## src/rtl/pcr_pkg.sv

```systemverilog
package pcr_pkg;
  // number of full-width settings; gamma select is kept separately
  localparam int NUM_WIDE   = 7;
  localparam int ADR_CTRL   = 0;
  localparam int ADR_FIRST  = 1;   // first full-width setting
  localparam int ADR_GAMMA  = ADR_FIRST + NUM_WIDE;

  // full-width slots whose default is half scale (contrast, U gain, V gain)
  function automatic bit slot_is_mid(input int idx);
    return (idx == 3) || (idx == 5) || (idx == 6);
  endfunction
endpackage

```

## src/rtl/pcr_vsync_edge.sv

```systemverilog
module pcr_vsync_edge #(
  parameter int SYNC_STAGES = 2
) (
  input  logic clk,
  input  logic rst_n,
  input  logic vsync_in,
  output logic commit
);
  localparam int CHAIN = SYNC_STAGES + 1;

  logic [CHAIN-1:0] chain_q;

  always_ff @(posedge clk) begin
    if (!rst_n) chain_q <= '0;
    else        chain_q <= {chain_q[CHAIN-2:0], vsync_in};
  end

  // falling edge of the synchronized copy
  assign commit = chain_q[CHAIN-1] & ~chain_q[CHAIN-2];

  AST_ONE_COMMIT: assert property (@(posedge clk) disable iff (!rst_n)
    commit |=> !commit);
endmodule

```

## src/rtl/pcr_reg_slot.sv

```systemverilog
module pcr_reg_slot #(
  parameter int         W       = 8,
  parameter logic [W-1:0] RST_VAL = '0
) (
  input  logic         clk,
  input  logic         rst_n,
  input  logic         dbuf_en,
  input  logic         commit,
  input  logic         wr_hit,
  input  logic [W-1:0] wr_data,
  output logic [W-1:0] shadow_q,
  output logic [W-1:0] active_q
);
  always_ff @(posedge clk) begin
    if (!rst_n)      shadow_q <= RST_VAL;
    else if (wr_hit) shadow_q <= wr_data;
  end

  always_ff @(posedge clk) begin
    if (!rst_n)          active_q <= RST_VAL;
    else if (!dbuf_en)   active_q <= wr_hit ? wr_data : shadow_q;
    else if (commit)     active_q <= shadow_q;
  end

  AST_HOLD_IN_FIELD: assert property (@(posedge clk) disable iff (!rst_n)
    (dbuf_en && !commit) |=> $stable(active_q));
  AST_COMMIT_COPY: assert property (@(posedge clk) disable iff (!rst_n)
    (dbuf_en && commit) |=> (active_q == $past(shadow_q)));
  AST_BYPASS_WRITE: assert property (@(posedge clk) disable iff (!rst_n)
    (!dbuf_en && wr_hit) |=> (active_q == $past(wr_data)));
  AST_BYPASS_FOLLOW: assert property (@(posedge clk) disable iff (!rst_n)
    (!dbuf_en && !wr_hit) |=> (active_q == $past(shadow_q)));
endmodule

```

## src/rtl/pcr_read_mux.sv

```systemverilog
module pcr_read_mux #(
  parameter int DATA_W = 8,
  parameter int ADDR_W = 4
) (
  input  logic [ADDR_W-1:0]                    rd_addr,
  input  logic [pcr_pkg::NUM_WIDE-1:0][DATA_W-1:0] wide_shadow,
  input  logic                                 gamma_shadow,
  input  logic                                 dbuf_en,
  input  logic                                 pending,
  output logic [DATA_W-1:0]                    rd_data
);
  import pcr_pkg::*;

  always_comb begin
    rd_data = '0;
    if (int'(rd_addr) == ADR_CTRL) begin
      rd_data[0] = dbuf_en;
      rd_data[1] = pending;
    end else if (int'(rd_addr) == ADR_GAMMA) begin
      rd_data[0] = gamma_shadow;
    end else begin
      for (int i = 0; i < NUM_WIDE; i++)
        if (int'(rd_addr) == ADR_FIRST + i) rd_data = wide_shadow[i];
    end
  end
endmodule

```

## src/rtl/pcr_field_regs.sv

```systemverilog
module pcr_field_regs #(
  parameter int DATA_W      = 8,
  parameter int ADDR_W      = 4,
  parameter int SYNC_STAGES = 2
) (
  input  logic              clk,
  input  logic              rst_n,
  input  logic              vsync_in,
  input  logic              wr_en,
  input  logic [ADDR_W-1:0] wr_addr,
  input  logic [DATA_W-1:0] wr_data,
  input  logic [ADDR_W-1:0] rd_addr,
  output logic [DATA_W-1:0] rd_data,
  output logic [DATA_W-1:0] act_cc0,
  output logic [DATA_W-1:0] act_cc1,
  output logic [DATA_W-1:0] act_bright,
  output logic [DATA_W-1:0] act_contrast,
  output logic [DATA_W-1:0] act_hue,
  output logic [DATA_W-1:0] act_ugain,
  output logic [DATA_W-1:0] act_vgain,
  output logic              act_gamma_sel
);
  import pcr_pkg::*;

  localparam logic [DATA_W-1:0] MID_VAL  = DATA_W'(1) << (DATA_W - 1);
  localparam logic [DATA_W-1:0] ZERO_VAL = '0;

  logic commit;
  logic dbuf_en;
  logic pending;
  logic [NUM_WIDE-1:0]             wide_hit;
  logic                            gamma_hit;
  logic                            any_hit;
  logic [NUM_WIDE-1:0][DATA_W-1:0] wide_shadow;
  logic [NUM_WIDE-1:0][DATA_W-1:0] wide_active;
  logic                            gamma_shadow;

  pcr_vsync_edge #(.SYNC_STAGES(SYNC_STAGES)) u_edge (
    .clk(clk), .rst_n(rst_n), .vsync_in(vsync_in), .commit(commit)
  );

  // address decode
  always_comb begin
    for (int i = 0; i < NUM_WIDE; i++)
      wide_hit[i] = wr_en && (int'(wr_addr) == ADR_FIRST + i);
  end
  assign gamma_hit = wr_en && (int'(wr_addr) == ADR_GAMMA);
  assign any_hit   = (|wide_hit) | gamma_hit;

  // control: buffering enable and pending flag
  always_ff @(posedge clk) begin
    if (!rst_n)                                          dbuf_en <= 1'b1;
    else if (wr_en && int'(wr_addr) == ADR_CTRL)         dbuf_en <= wr_data[0];
  end

  always_ff @(posedge clk) begin
    if (!rst_n || !dbuf_en) pending <= 1'b0;
    else if (any_hit)       pending <= 1'b1;
    else if (commit)        pending <= 1'b0;
  end

  generate
    for (genvar g = 0; g < NUM_WIDE; g++) begin : g_wide
      pcr_reg_slot #(
        .W(DATA_W),
        .RST_VAL(slot_is_mid(g) ? MID_VAL : ZERO_VAL)
      ) u_slot (
        .clk(clk), .rst_n(rst_n), .dbuf_en(dbuf_en), .commit(commit),
        .wr_hit(wide_hit[g]), .wr_data(wr_data),
        .shadow_q(wide_shadow[g]), .active_q(wide_active[g])
      );
    end
  endgenerate

  pcr_reg_slot #(.W(1), .RST_VAL(1'b0)) u_gamma (
    .clk(clk), .rst_n(rst_n), .dbuf_en(dbuf_en), .commit(commit),
    .wr_hit(gamma_hit), .wr_data(wr_data[0]),
    .shadow_q(gamma_shadow), .active_q(act_gamma_sel)
  );

  pcr_read_mux #(.DATA_W(DATA_W), .ADDR_W(ADDR_W)) u_rd (
    .rd_addr(rd_addr), .wide_shadow(wide_shadow), .gamma_shadow(gamma_shadow),
    .dbuf_en(dbuf_en), .pending(pending), .rd_data(rd_data)
  );

  assign act_cc0      = wide_active[0];
  assign act_cc1      = wide_active[1];
  assign act_bright   = wide_active[2];
  assign act_contrast = wide_active[3];
  assign act_hue      = wide_active[4];
  assign act_ugain    = wide_active[5];
  assign act_vgain    = wide_active[6];

  AST_PEND_CLEAR: assert property (@(posedge clk) disable iff (!rst_n)
    (commit && !any_hit) |=> !pending);
  AST_PEND_SET: assert property (@(posedge clk) disable iff (!rst_n)
    (dbuf_en && any_hit && !(wr_en && int'(wr_addr) == ADR_CTRL)) |=> pending);
  AST_PEND_OFF: assert property (@(posedge clk) disable iff (!rst_n)
    !dbuf_en |=> !pending);
endmodule

```

## config.mk

```make
export PLATFORM = sky130hd
export DESIGN_NAME = pcr_field_regs
export DESIGN_NICKNAME = d
export VERILOG_FILES = /design/src/rtl/pcr_pkg.sv /design/src/rtl/pcr_vsync_edge.sv /design/src/rtl/pcr_reg_slot.sv /design/src/rtl/pcr_read_mux.sv /design/src/rtl/pcr_field_regs.sv
export SDC_FILE = /design/constraint.sdc
export NUM_CORES = 1
export LEC_CHECK = 0
export ABC_AREA = 1
export BUFFER_PORTS_ARGS = -buffer_cell sky130_fd_sc_hd__buf_2
export CORE_MARGIN = 4
export CORE_UTILIZATION = 23
export DETAILED_ROUTE_END_ITERATION = 10
export PLACE_DENSITY = 0.48
export SLEW_MARGIN = 0
export SYNTH_ARGS = -nofsm -noshare
export SYNTH_HDL_FRONTEND = slang
export SYNTH_SLANG_ARGS = --single-unit
```

## constraint.sdc

```tcl
create_clock -name clk -period 2.32 [get_ports clk]
set_clock_uncertainty 0.2 [all_clocks]
set_input_delay 0 -clock clk [delete_from_list [all_inputs] [get_ports clk]]
set_output_delay 0 -clock clk [all_outputs]
set_load 0.02 [all_outputs]
```

Word-level counts from Yosys, hierarchy flattened
Index checks and enable logic that the tools add are counted.
{ "totals": {"reg_bits": 119, "latchBits": 0, "ram_bits": 0, "mem_bits_ro": 0, "output_inout_bits": 65, "word_cells": 92, "mem_count": 0} }
{ "classes": {"addsub": 0, "mul": 0, "n_div": 0, "magnitude_cmp": 0, "eq_ne": 17, "shifts": 0, "muxes": 37, "bitwise": 3, "n_reduce_logical": 16} }
{ "ops": {"columns": ["cell", "count"], "rows": [
  ["$mux W8", 28],
  ["$eq A4 B4 Y1 const B", 10],
  ["$eq A4 B3 Y1 const B", 4],
  ["$logic_and A1 B1 Y1", 9],
  ["$eq A4 B2 Y1 const B", 2],
  ["$logic_not A4 Y1", 2],
  ["$mux W7", 1],
  ["$reduce_or A7 Y1", 1],
  ["$mux W1", 6],
  ["$mux W6", 1],
  ["$logic_not A1 Y1", 2],
  ["$mux W2", 1],
  ["$ne A2 B2 Y1 const B", 1],
  ["$reduce_bool A2 Y1", 1],
  ["$and A1 B1 Y1", 1],
  ["$logic_or A1 B1 Y1", 1],
  ["$not A1 Y1", 1],
  ["$or A1 B1 Y1", 1]
]} }

Depth between registers and ports, before layout
Gate-level depths: netlist of run 1.
{ "logic_depth": {"ltp_word": 10, "mapped_depth": 10, "depth_no_buf": 10} }

Cells and area by module
A second synthesis of run 1 with hierarchy kept.
{ "hier_totals": {"hier_cells": 931, "area_unflattened_um2": 6356.1} }
{ "modules_own_cells": {"columns": ["module", "instances", "cells_each", "area_each_um2", "seq_area_each_um2"], "rows": [
  ["pcr_reg_slot at g_wide[0].u_slot ...", 4, 106, 764.5, 320.3],
  ["pcr_reg_slot at g_wide[3].u_slot ...", 3, 108, 778.2, 320.3],
  ["pcr_read_mux", 1, 119, 575.6, 0.0],
  ["pcr_field_regs", 1, 37, 196.4, 40.0],
  ["pcr_reg_slot at u_gamma", 1, 16, 101.3, 40.0],
  ["pcr_vsync_edge", 1, 11, 90.1, 60.1]
]} }

Worst setup path before layout of run 1
OpenSTA, ideal clock, no wires.
{ "synth_path": {"path_type": "register to register", "from": "reg dbuf_en", "to": "reg g_wide[1].u_slot.active_q[6]", "arrival_ns": 1.117, "t_required_ns": 2.061, "slack_ns": 0.945, "path_stages_with_launch": 7, "path_buffers": 2, "period_less_slack_ns": 1.375, "path_cell_list": "dfxtp_1 inv_2 nor3_2 buf_4 buf_2 a22oi_1 nand2_1"} }
{ "synth_via": {"elab_chain_cells": 1, "elab_cells_between_ends": 2, "cone_classes": "eq/ne (1); mux (1)"} }
{ "synth_lines": {"columns": ["element", "line", "source"], "rows": [
  ["start: declaration", "pcr_field_regs.sv:29", "logic dbuf_en;"],
  ["$ne A2 B2 Y1 (no source line) or $mux W8 (tied branches)", null, null],
  ["end signal: assignment", "pcr_reg_slot.sv:21", "else if (!dbuf_en) active_q <= wr_hit ? wr_data : shadow_q;"],
  ["end signal: assignment", "pcr_reg_slot.sv:22", "else if (commit) active_q <= shadow_q;"],
  ["end: declaration", "pcr_reg_slot.sv:12", "output logic [W-1:0] active_q"]
]} }
Parallel ways exist; a longest one is shown, timed or not.
A chain may end at the register's enable or synchronous reset.

Worst setup path after layout of run 1
{ "layout_path": {"from": "in wr_addr[3]", "to": "reg g_wide[1].u_slot.active_q[5]"} }
{ "layout_via": {"elab_chain_cells": 4} }
{ "layout_lines": {"columns": ["element", "line", "source"], "rows": [
  ["start: declaration", "pcr_field_regs.sv:10", "input logic [ADDR_W-1:0] wr_addr,"],
  ["$eq A4 B3 Y1", "pcr_field_regs.sv:45", "wide_hit[i] = wr_en && (int'(wr_addr) == ADR_FIRST + i);"],
  ["$logic_and A1 B1 Y1", "pcr_field_regs.sv:45", null],
  ["$mux W8 (2 in a row)", "pcr_reg_slot.sv:21", null]
]} }
Every way passes these cells.

==> results of run 1 <==
-- metrics by stage --
stage | worst slack, ns | std cells
floorplan | 0.945 | 682
global placement | 0.511 | 1024
detailed placement | 0.500 | 1024
CTS | 0.168 | 1078
global route | 0.00646 | 1078
finish | 0.150 | 1078
-- final cells by class --
| class | count | area share [%] |
|---|---|---|
| timing repair buffer | 117 | 11.2 |
| inverter | 81 | 4.58 |
| clock inverter | 8 | 2.12 |
| sequential | 119 | 35.4 |
| multi-input combinational | 450 | 34.1 |
| tap | 280 | 5.21 |
| clock buffer | 23 | 7.40 |
-- power by group through the flow --
stage / logic, mW / registers, mW / clock network (mW)
after floorplan: 0.186 / 2.14 / 0
after global placement: 0.316 / 2.15 / 0
after detailed placement: 0.316 / 2.15 / 0
after CTS: 0.343 / 2.10 / 2.92
after global routing: 0.374 / 2.11 / 3.01
final: 0.341 / 2.10 / 2.88
-- flip-flops by register name (all words and copies together) (netlist names) --
name,flops
g_wide.u_slot.active_q,56
g_wide.u_slot.shadow_q,56
u_edge.chain_q,3
dbuf_en,1
pending,1
u_gamma.active_q,1
u_gamma.shadow_q,1
-- layer usage --
layer	vias up	GRT usage, %	routed length (um)
met3	20	3.66	925
li1	2481	-	-
met4	0	4.71	261
met5	-	0	0
met1	2306	21.6	9030
met2	143	23.7	8650
-- repair_timing --
action	CTS	global route
endpoints found under the hold margin	75	0
endpoints found under the setup margin	0	1
hold buffers	23	0
-- final timing paths --
check	from	slack, ns	endpoint
hold reg to reg	u_edge.chain_q[0]	0.24	u_edge.chain_q[1]
setup / recovery	wr_addr[3]	0.15	g_wide[1].u_slot.active_q[5]
setup reg to reg	u_edge.chain_q[1]	0.57	g_wide[4].u_slot.active_q[3]
hold / removal	vsync_in	0.11	u_edge.chain_q[0]
-- worst min-delay path: stages --
cell and delay (ns):
dlygate4sd3_1 0.53, buf_2 0.10, nand2_1 0.04, inv_1 0.04
-- layout by cell type (no fill, tap or decap), drive strengths merged --
cell type | synthesis | routed
a211oi | 2 | 2
a21oi | 32 | 32
a22oi | 35 | 35
a31oi | 1 | 1
a32oi | 13 | 13
and3 | 1 | 1
buf | 20 | 94
bufinv | 0 | 4
clkbuf | 12 | 23
clkinv | 2 | 5
clkinvlp | 0 | 1
dfxtp | 119 | 119
dlygate4sd3 | 0 | 23
inv | 79 | 79
nand2 | 180 | 180
nand3 | 41 | 41
nand4 | 9 | 9
nor2 | 47 | 47
nor3 | 3 | 3
o2111ai | 1 | 1
o211ai | 8 | 8
o21ai | 61 | 61
o31ai | 1 | 1
or2 | 15 | 15
-- cells in the mapped netlist, types with 2 or more instances --
cell	count
a21oi_1	23
or2_1	3
o21ai_2	2
buf_4	2
nor2_1	32
a211oi_1	2
inv_2	7
o211ai_1	8
a32oi_1	13
or2_2	9
nand4_1	9
nand3_1	40
clkbuf_1	11
or2_0	3
nor2_4	3
a22oi_1	35
buf_2	12
o21ai_0	53
dfxtp_1	119
nand2_2	5
o21ai_1	6
a21oi_2	9
nand2_1	175
buf_6	5
nor3_2	2
inv_1	71
nor2_2	12
-- cells by family (layout without fill, tap and decap cells) --
| group | Yosys count | count (layout) | share of synthesized area (%) |
|---|---|---|---|
| simple gates | 296 | 296 | 25.4 |
| buf+inv | 113 | 229 | 9.48 |
| flops | 119 | 119 | 46.2 |
| compound gates | 154 | 154 | 19.0 |
==> results by stage, run 1 <==
Logic synthesis:
- The top-area cell type share of the netlist area is 46.2%.
- The number of flops mapped to enable cells by yosys is 0.
- After synthesis, the share of flip-flops with an asynchronous set or reset is 0%.
- By area the synthesized netlist is led by dfxtp_1 46%, nand2_1 13%, inv_1 5.2%, o21ai_0 5.1%, a22oi_1 5.1%.
- For this run, the register share of the synthesized area comes to 46.2%.
- The area of the mapped netlist is 5160 sq um.
- The most frequently used flop master after synthesis is dfxtp_1.
- The number of library cell types mapped by synthesis is 38.
- Synthesis produced a netlist whose cell count is 682.
- The flip-flop and latch count after synthesis is 119.
- The biggest area contributor in the post-synthesis netlist is dfxtp_1.
- Dividing the synthesized area by the synthesized cell count gives 7.57 sq um.
- The number of nets handed over by synthesis was 702.
- The Yosys step of the flow raised 0 warnings.

Floorplan:
- In this run the count of I/O pins placed on the die edge is 85.
- In this run the vertical extent of the chip is 158 um.
- The floorplan step set the die width to 158 um.
- The floorplan has 54 rows.
- Once the floorplan was initialized, standard cells occupied 23.5% of the core.
- The area of the die is 24900 sq um.
- After floorplanning, the core was sized to cover 22000 sq um.

Min path:
- The number of stages on the worst hold path is 4.
- The path class of the lowest-slack min-delay path is in2reg.

Place:
- Routability-driven placement finished with a final weighted congestion of 0.909.
- Summing all placed instances gives a cell area of 5860 sq um.
- The quantity of I/O buffers inserted on ports is 84.
- Detailed placement finished with a half-perimeter wire length of 13400 um.

Power:
- Summing internal, switching and leakage power gives 5.33 mW.
- The switching power summed over all nets is 1.22 mW.
- The internal power is 4.11 mW.
- The power per standard cell area is 792 nW/um^2.
- IR analysis of the VDD net gives a maximum drop of 451 uV.
- The switching portion of total power is 22.9%.
- The combinational power share is 6.4%.
- In this run, flip-flops and latches consume 39.5% of the power.
- The leakage component of the power is 3.17 nW.
- The share of power burned in the clock network is 54.1%.

Final layout:
- The number of nets in the layout is 806.
- The fraction of final layout cells with drive strength greater than 1 is 22.1%.
- The number of antenna diodes in the final layout is 0.
- The area growth from synthesis to layout is 30.4%.
- After routing the design area is 6730 sq um.
- The filler cell count in the final layout is 2380.
- Summing all flip-flop and latch instances after layout gives 2380 sq um.
- Cells fill 30.6% of the core in the end.
- The area of the multi-input gates is 2300 sq um.

Job:
- The number of max-cap violations is 0.

Clocking:
- The root buffer cell is clkbuf_16.
- The number of gates resized after cts is 0.
- The clock drives 119 sinks.
- TritonCTS built the clock tree.
- The clock passes through at most 2 buffers.
- After clock tree synthesis, the setup repair step added 0 buffers.
- The H-tree depth reported by CTS is 4.
- The worst-skew pair later-pin latency is 0.42 ns.
- After clock tree synthesis, the clock-pin slew on the worst setup and hold paths is 0.06 ns.
- Clock tree synthesis inserted a total of 17 buffers.

Setup path:
- In this run the worst path has a maximum fanout of 17.
- The nature of the critical path startpoint is a primary input.
- Data on the critical path is required at its endpoint by 2.48 ns.
- The signal on the critical path passes through dlygate4sd3_1, buf_2, nor2_2, dlygate4sd3_1, inv_2, nor2_4, o21ai_0, a21oi_1, nand2_1, nand2_1.
- The depth of the critical timing path with buffers and inverters included is 10.
- The critical path class is in2reg.
- The worst setup path is captured at a register.
- The number of buffers and inverters on the critical path is 4.
- The worst stage delay on the critical path is 0.66 ns.
- The largest individual stage delay along the critical path comes from the cell dlygate4sd3_1.
- The arrival time at the worst endpoint is 2.33 ns.
- The kind of cell with the highest combined delay along the critical path is buffers and inverters.
- Counting cells, the worst reg-to-reg path comes to 7.

Drt:
- The detail-routed via count per cell is 4.59.
- The final route contains 4950 vias.
- In this run the remaining antenna-violating nets after routing total 0.
- Before antenna repair, the detailed router went through 7 iterations.
- The remaining routing DRC violations is 0.
- The number of design-rule violations left by the first detailed-router iteration is 362.
- Dividing the detail-routed wire length by the instance count gives 17.5 um.
- Summed over all layers, the routed wires come to 18900 um.

Timing:
- The actual slew at the worst max-slew pin is 0.618 ns.
- The worst hold slack is 0.114 ns.
- The maximum operating frequency is 461 MHz.
- The count of final max-slew check failures is 0.
- Setup total negative slack on the finished layout was measured at 0 ns.
- For the finished layout, the period the worst path requires is 2.17 ns.
- The final hold violation count is 0.
- The worst relative slew slack is 58.7%.
- Setup violations remaining at the end of the flow were counted as 0.
- Setup repair after global routing left no endpoint under its margin.
- Of the available clock period, the critical path in the final layout requires 93.6%.

Global route:
- Across every metal layer, demand over resource in global routing totals 15.5%.
- The total overflow left after global routing is 0.
- The largest net degree at the start of global routing is 49.
- The via count of the first global-routing pass is 4787.
- The initial antenna violation count is 0.
- The global-route wire length before repair is 28900 um.

Outcome:
- The run finished with clean final reports.
No activity file was read; power rests on OpenSTA's default activity.
==> run 2: changes to the inputs <==
--- a/config.mk
+++ b/config.mk
@@ -5,11 +5,11 @@
 export SDC_FILE = /design/constraint.sdc
 export NUM_CORES = 1
 export LEC_CHECK = 0
-export ABC_AREA = 1
 export BUFFER_PORTS_ARGS = -buffer_cell sky130_fd_sc_hd__buf_2
 export CORE_MARGIN = 4
 export CORE_UTILIZATION = 23
 export DETAILED_ROUTE_END_ITERATION = 10
+export HOLD_SLACK_MARGIN = 0.06
 export PLACE_DENSITY = 0.48
 export SLEW_MARGIN = 0
 export SYNTH_ARGS = -nofsm -noshare
==> run 2 against run 1 <==
Non-clock buffer count stayed put. Die area up 8.0%. Sequential power hardly changed. Routed wire length fell by 0.84%. Worst setup slack better by 0.042 ns. Via count down 2.8%. Final cell count down 3.5%. First-iteration DRC count is 9.9% lower. Sequential share of layout area decreased by 1.9 points. Critical endpoint is now pending.
==> results by stage, run 2 <==
Setup path:
- The cell count of the worst reg-to-reg path is 3 (-4).
- The maximum fanout count along the critical path is 5 (-12).
- The slowest cell on the critical path is dlygate4sd3_1.
- The cell class contributing the biggest share of worst-path delay is buffers and inverters.
- The arrival time at the worst endpoint is 2.27 ns (-0.06 ns).
- In this run the critical register-to-register path is captured at g_wide[1].u_slot.active_q[1].
- The signal on the critical path passes through dlygate4sd3_1, buf_2, nor2b_1, dlygate4sd3_1, o211ai_1, dlygate4sd3_1, a21boi_0.
- Among the stages of the critical path, the cell type that occurs most often is dlygate4sd3_1.
- The register-to-register path setup slack was 0.64 ns (+0.07 ns).
- The nature of the critical path startpoint is a primary input.
- The required arrival time at the worst endpoint is 2.46 ns (-0.02 ns).
- STA classifies the critical path endpoint as a register.
- The worst stage delay on the critical path is 0.57 ns (-0.09 ns).
- The critical path class is in2reg.
- The startpoint identified for the worst register-to-register timing path is dbuf_en.
- The number of buffers and inverters on the critical path was 4 (unchanged).

Logic synthesis:
- The number of nets in the synthesized netlist was 644 (-8.3%).
- The number of instances in the synthesized netlist is 624 (-8.5%).
- After synthesis, the cell types taking the most area are dfxtp_1 43%, mux2_2 11%, o211a_1 9.3%, nand2_1 8.4%, and2_1 6.1%.
- The mean cell area of the mapped netlist is 8.97 sq um (+19%).
- The portion of the post-synthesis area used by sequential elements came to 42.5% (-3.6 points).
- The flip-flop and latch count after synthesis is 119 (unchanged).
- The number of flops mapped to enable cells by yosys is 0 (unchanged).
- The number of warnings issued by yosys is 0 (unchanged).
- Of all cell types, the one taking the most synthesized area is dfxtp_1.
- In the synthesized netlist, the cells that appear most often are 125 x nand2_1, 119 x dfxtp_1, 55 x and2_1.
- The top-area cell type share of the netlist area came to 42.5% (-3.6 points).
- The share of synthesized registers carrying an async set or reset came to 0% (unchanged).
- The number of library cell types mapped by synthesis is 46 (+21%).
- In the synthesized netlist the dominant register cell turns out to be dfxtp_1.
- In the post-synthesis netlist, the cell with the most instances is nand2_1.
- The area of the mapped netlist was 5600 sq um (+8.5%).

Clocking:
- The count of clock tree sinks came to 119 (unchanged).
- The H-tree depth reported by CTS is 4 (unchanged).
- The maximum count of clock buffers along a single path is 2 (unchanged).
- The total CTS buffers was 17 (unchanged).
- The number of gates resized after cts is 0 (unchanged).
- The CTS clock-pin slew for the worst setup and hold paths is 0.05 ns (about the same).
- The number of setup buffers added after CTS is 0 (unchanged).
- The root buffer cell is clkbuf_16.
- The TritonCTS clock tree is yes.
- The worst-skew pair later-pin latency was 0.42 ns (about the same).

Place:
- The cell area after placement is 6320 sq um (+7.9%).
- The final weighted congestion of routability-driven global placement is 0.877 (-3.5%).
- The HPWL after detailed placement was 13000 um (-3.1%).
- The quantity of I/O buffers inserted on ports was 84 (unchanged).
- The total instance count after detailed placement is 989 (-3.4%).
- The pre-CTS worst setup slack is 0.441 ns (-0.0592 ns).

Timing:
- The worst setup margin is 0.191 ns (+0.0418 ns).
- The worst relative slew slack is 54.5% (-4.2 points).
- The total negative slack for setup checks was 0 ns (unchanged).
- The actual slew at the worst max-slew pin came to 0.682 ns (+0.0648 ns).
- The final hold violation count came to 0 (unchanged).
- The minimum clock period is 2.13 ns (-0.0418 ns).
- The count of final max-slew check failures was 0 (unchanged).
- Setup repair after global routing left no endpoint under its margin.
- The share of the clock period used by the worst path after layout is 91.8% (-1.8 points).
- The worst hold slack is 0.123 ns (+0.00937 ns).
- The total setup violations reported at the end of the flow is 0 (unchanged).
- The maximum operating frequency was 470 MHz (+2.0%).

Global route:
- The total global-route track usage is 14.1% (-1.3 points).
- The initial antenna violation count is 0 (unchanged).
- The remaining global-route overflow is 0 (unchanged).
- The via count of the first global-routing pass came to 4675 (-2.3%).
- The largest net degree at the start of global routing is 74 (+51%).
- The global-route wire length before repair was 28700 um (-0.77%).

Drt:
- The number of design-rule violations left by the first detailed-router iteration is 326 (-9.9%).
- The via count is 4809 (-2.8%).
- The aggregate routed wire length is 18700 um (-0.84%).
- The remaining routing DRC violations came to 0 (unchanged).
- The final antenna-violating net count came to 0 (unchanged).
- The iteration count of the initial detailed-routing pass was 4 (-3).
- The detail-routed via count per cell is 4.62 (+0.70%).
- The mean routed wirelength per cell is 18.0 um (+2.8%).

Final layout:
- The number of antenna repair diodes was 0 (unchanged).
- The most frequent standard cell in the layout excluding fill and tap cells is nand2_1.
- The utilization of the core after routing was 30.1% (-0.55 points).
- The number of nets in the layout came to 729 (-9.6%).
- The fraction of final layout cells with drive strength greater than 1 is 26.2% (+4.2 points).
- The library cells used most frequently in the layout, excluding fill and tap cells, are 125 x nand2_1, 118 x dfxtp_1, 84 x buf_2.
- The number of standard cells in the layout, taps in and fillers out is 1040 (-3.5%).
- The post-layout instance area came to 7130 sq um (+5.9%).
- The signed area change from the synthesized netlist to the final layout is 27.3%.
- The largest registers in the layout are g_wide.u_slot.active_q x56, g_wide.u_slot.shadow_q x56, u_edge.chain_q x3.

Power:
- The power per standard cell area is 734 nW/um^2 (-7.3%).
- The leakage component of the power is 3.52 nW (+11%).
- The switching portion of total power is 23.7% (+0.80 points).
- The share of power burned in the clock network is 51.4% (-2.7 points).
- The switching power summed over all nets was 1.24 mW (+1.6%).
- The combinational power share is 8.0% (+1.6 points).
- The final total power came to 5.23 mW (-1.8%).
- The share of total power in sequential cells is 40.6% (+1.1 points).
- The maximum resistive drop on vdd is 503 uV (+11%).
- The internal power is 4.00 mW (-2.8%).

Outcome:
- The run finished with clean final reports.

Floorplan:
- The chip width was 164 um (+3.9%).
- The area of the die is 26900 sq um (+8.0%).
- The core box area was 23700 sq um (+7.9%).
- The row count is 56 (+3.7%).
- The number of top-level design ports is 85 (unchanged).
- The initial core utilization is 23.6% (+0.14 points).
- The vertical die dimension is 164 um (+3.9%).

Min path:
- The number of stages on the worst hold path came to 3 (-1).
- In this run the most critical hold path is launched from vsync_in.
- The worst hold path terminates at u_edge.chain_q[0].
- The path class of the lowest-slack min-delay path is in2reg.

Job:
- The number of max-cap violations came to 0 (unchanged).
[run 2: cell types whose count changed after synthesis, sizes merged, moves of 12 or more]
cell / delta
nand3: +12
a22oi: -30
clkbuf: +29
o211a: +52
mux2: +54
or2: -15
nor2: -37
inv: -75
and2: +55
nand2: -54
o21ai: -48
a21oi: -25
[run 2: what timing repair did]
action	CTS	global route
hold buffers	21	0
endpoints found under the setup margin	0	3
endpoints found under the hold margin	117	0
[run 2: worst register-to-register path: stages, from the launching register on]
cell and delay [ns]:
dfxtp_4 0.68, buf_4 0.43, nand3_1 0.13, o211a_1 0.14
[run 2: worst max path at each step]
stage	depth (start not counted)	from	to	slack, ns
after floorplan	7	u_edge.chain_q[1]	g_wide[5].u_slot.active_q[4]	0.76
after global placement	6	rd_addr[0]	rd_data[7]	0.43
after detailed placement	6	rd_addr[0]	rd_data[7]	0.44
after CTS	7	wr_addr[3]	g_wide[5].u_slot.active_q[7]	0.06
after global routing	5	g_wide[0].u_slot.shadow_q[1]	rd_data[1]	0.09
final	7	wr_en	pending	0.19
[run 2: cell families after synthesis]
logic type | after synthesis | synth area share (%)
compound gates | 119 | 17.5
xor+xnor | 1 | 0.156
buf+inv | 55 | 3.98
flops | 119 | 42.5
mux | 59 | 11.8
simple gates | 271 | 24.1
[run 2: power groups by stage]
| stage | clock network, mW | logic [mW] | registers, mW |
|---|---|---|---|
| 6_report | 2.69 | 0.421 | 2.12 |
| 3_3_place_gp | 0 | 0.400 | 2.17 |
| 2_1_floorplan | 0 | 0.229 | 2.18 |
| 5_1_grt | 2.83 | 0.460 | 2.13 |
| 3_5_place_dp | 0 | 0.399 | 2.17 |
| 4_1_cts | 2.74 | 0.425 | 2.13 |
[run 2: area by class of cell]
type | count | area, sq um
fillers | 2568 | 16600
multi-input cells | 450 | 3000
flip-flops and latches | 119 | 2390
repair buffers | 117 | 718
clock buffers | 24 | 513
well taps | 319 | 399
clock inverters | 7 | 90.1
inverters | 4 | 15.0
[run 2: layer usage]
layer	wire length (um)	GRT usage, %	share of wire, %	vias to the layer above
li1	-	-	-	2377
met1	9160	19.2	49	2323
met2	8550	22.8	46	91
met3	735	2.84	3.9	18
met4	258	4.00	1.4	0
met5	0	0	0	-
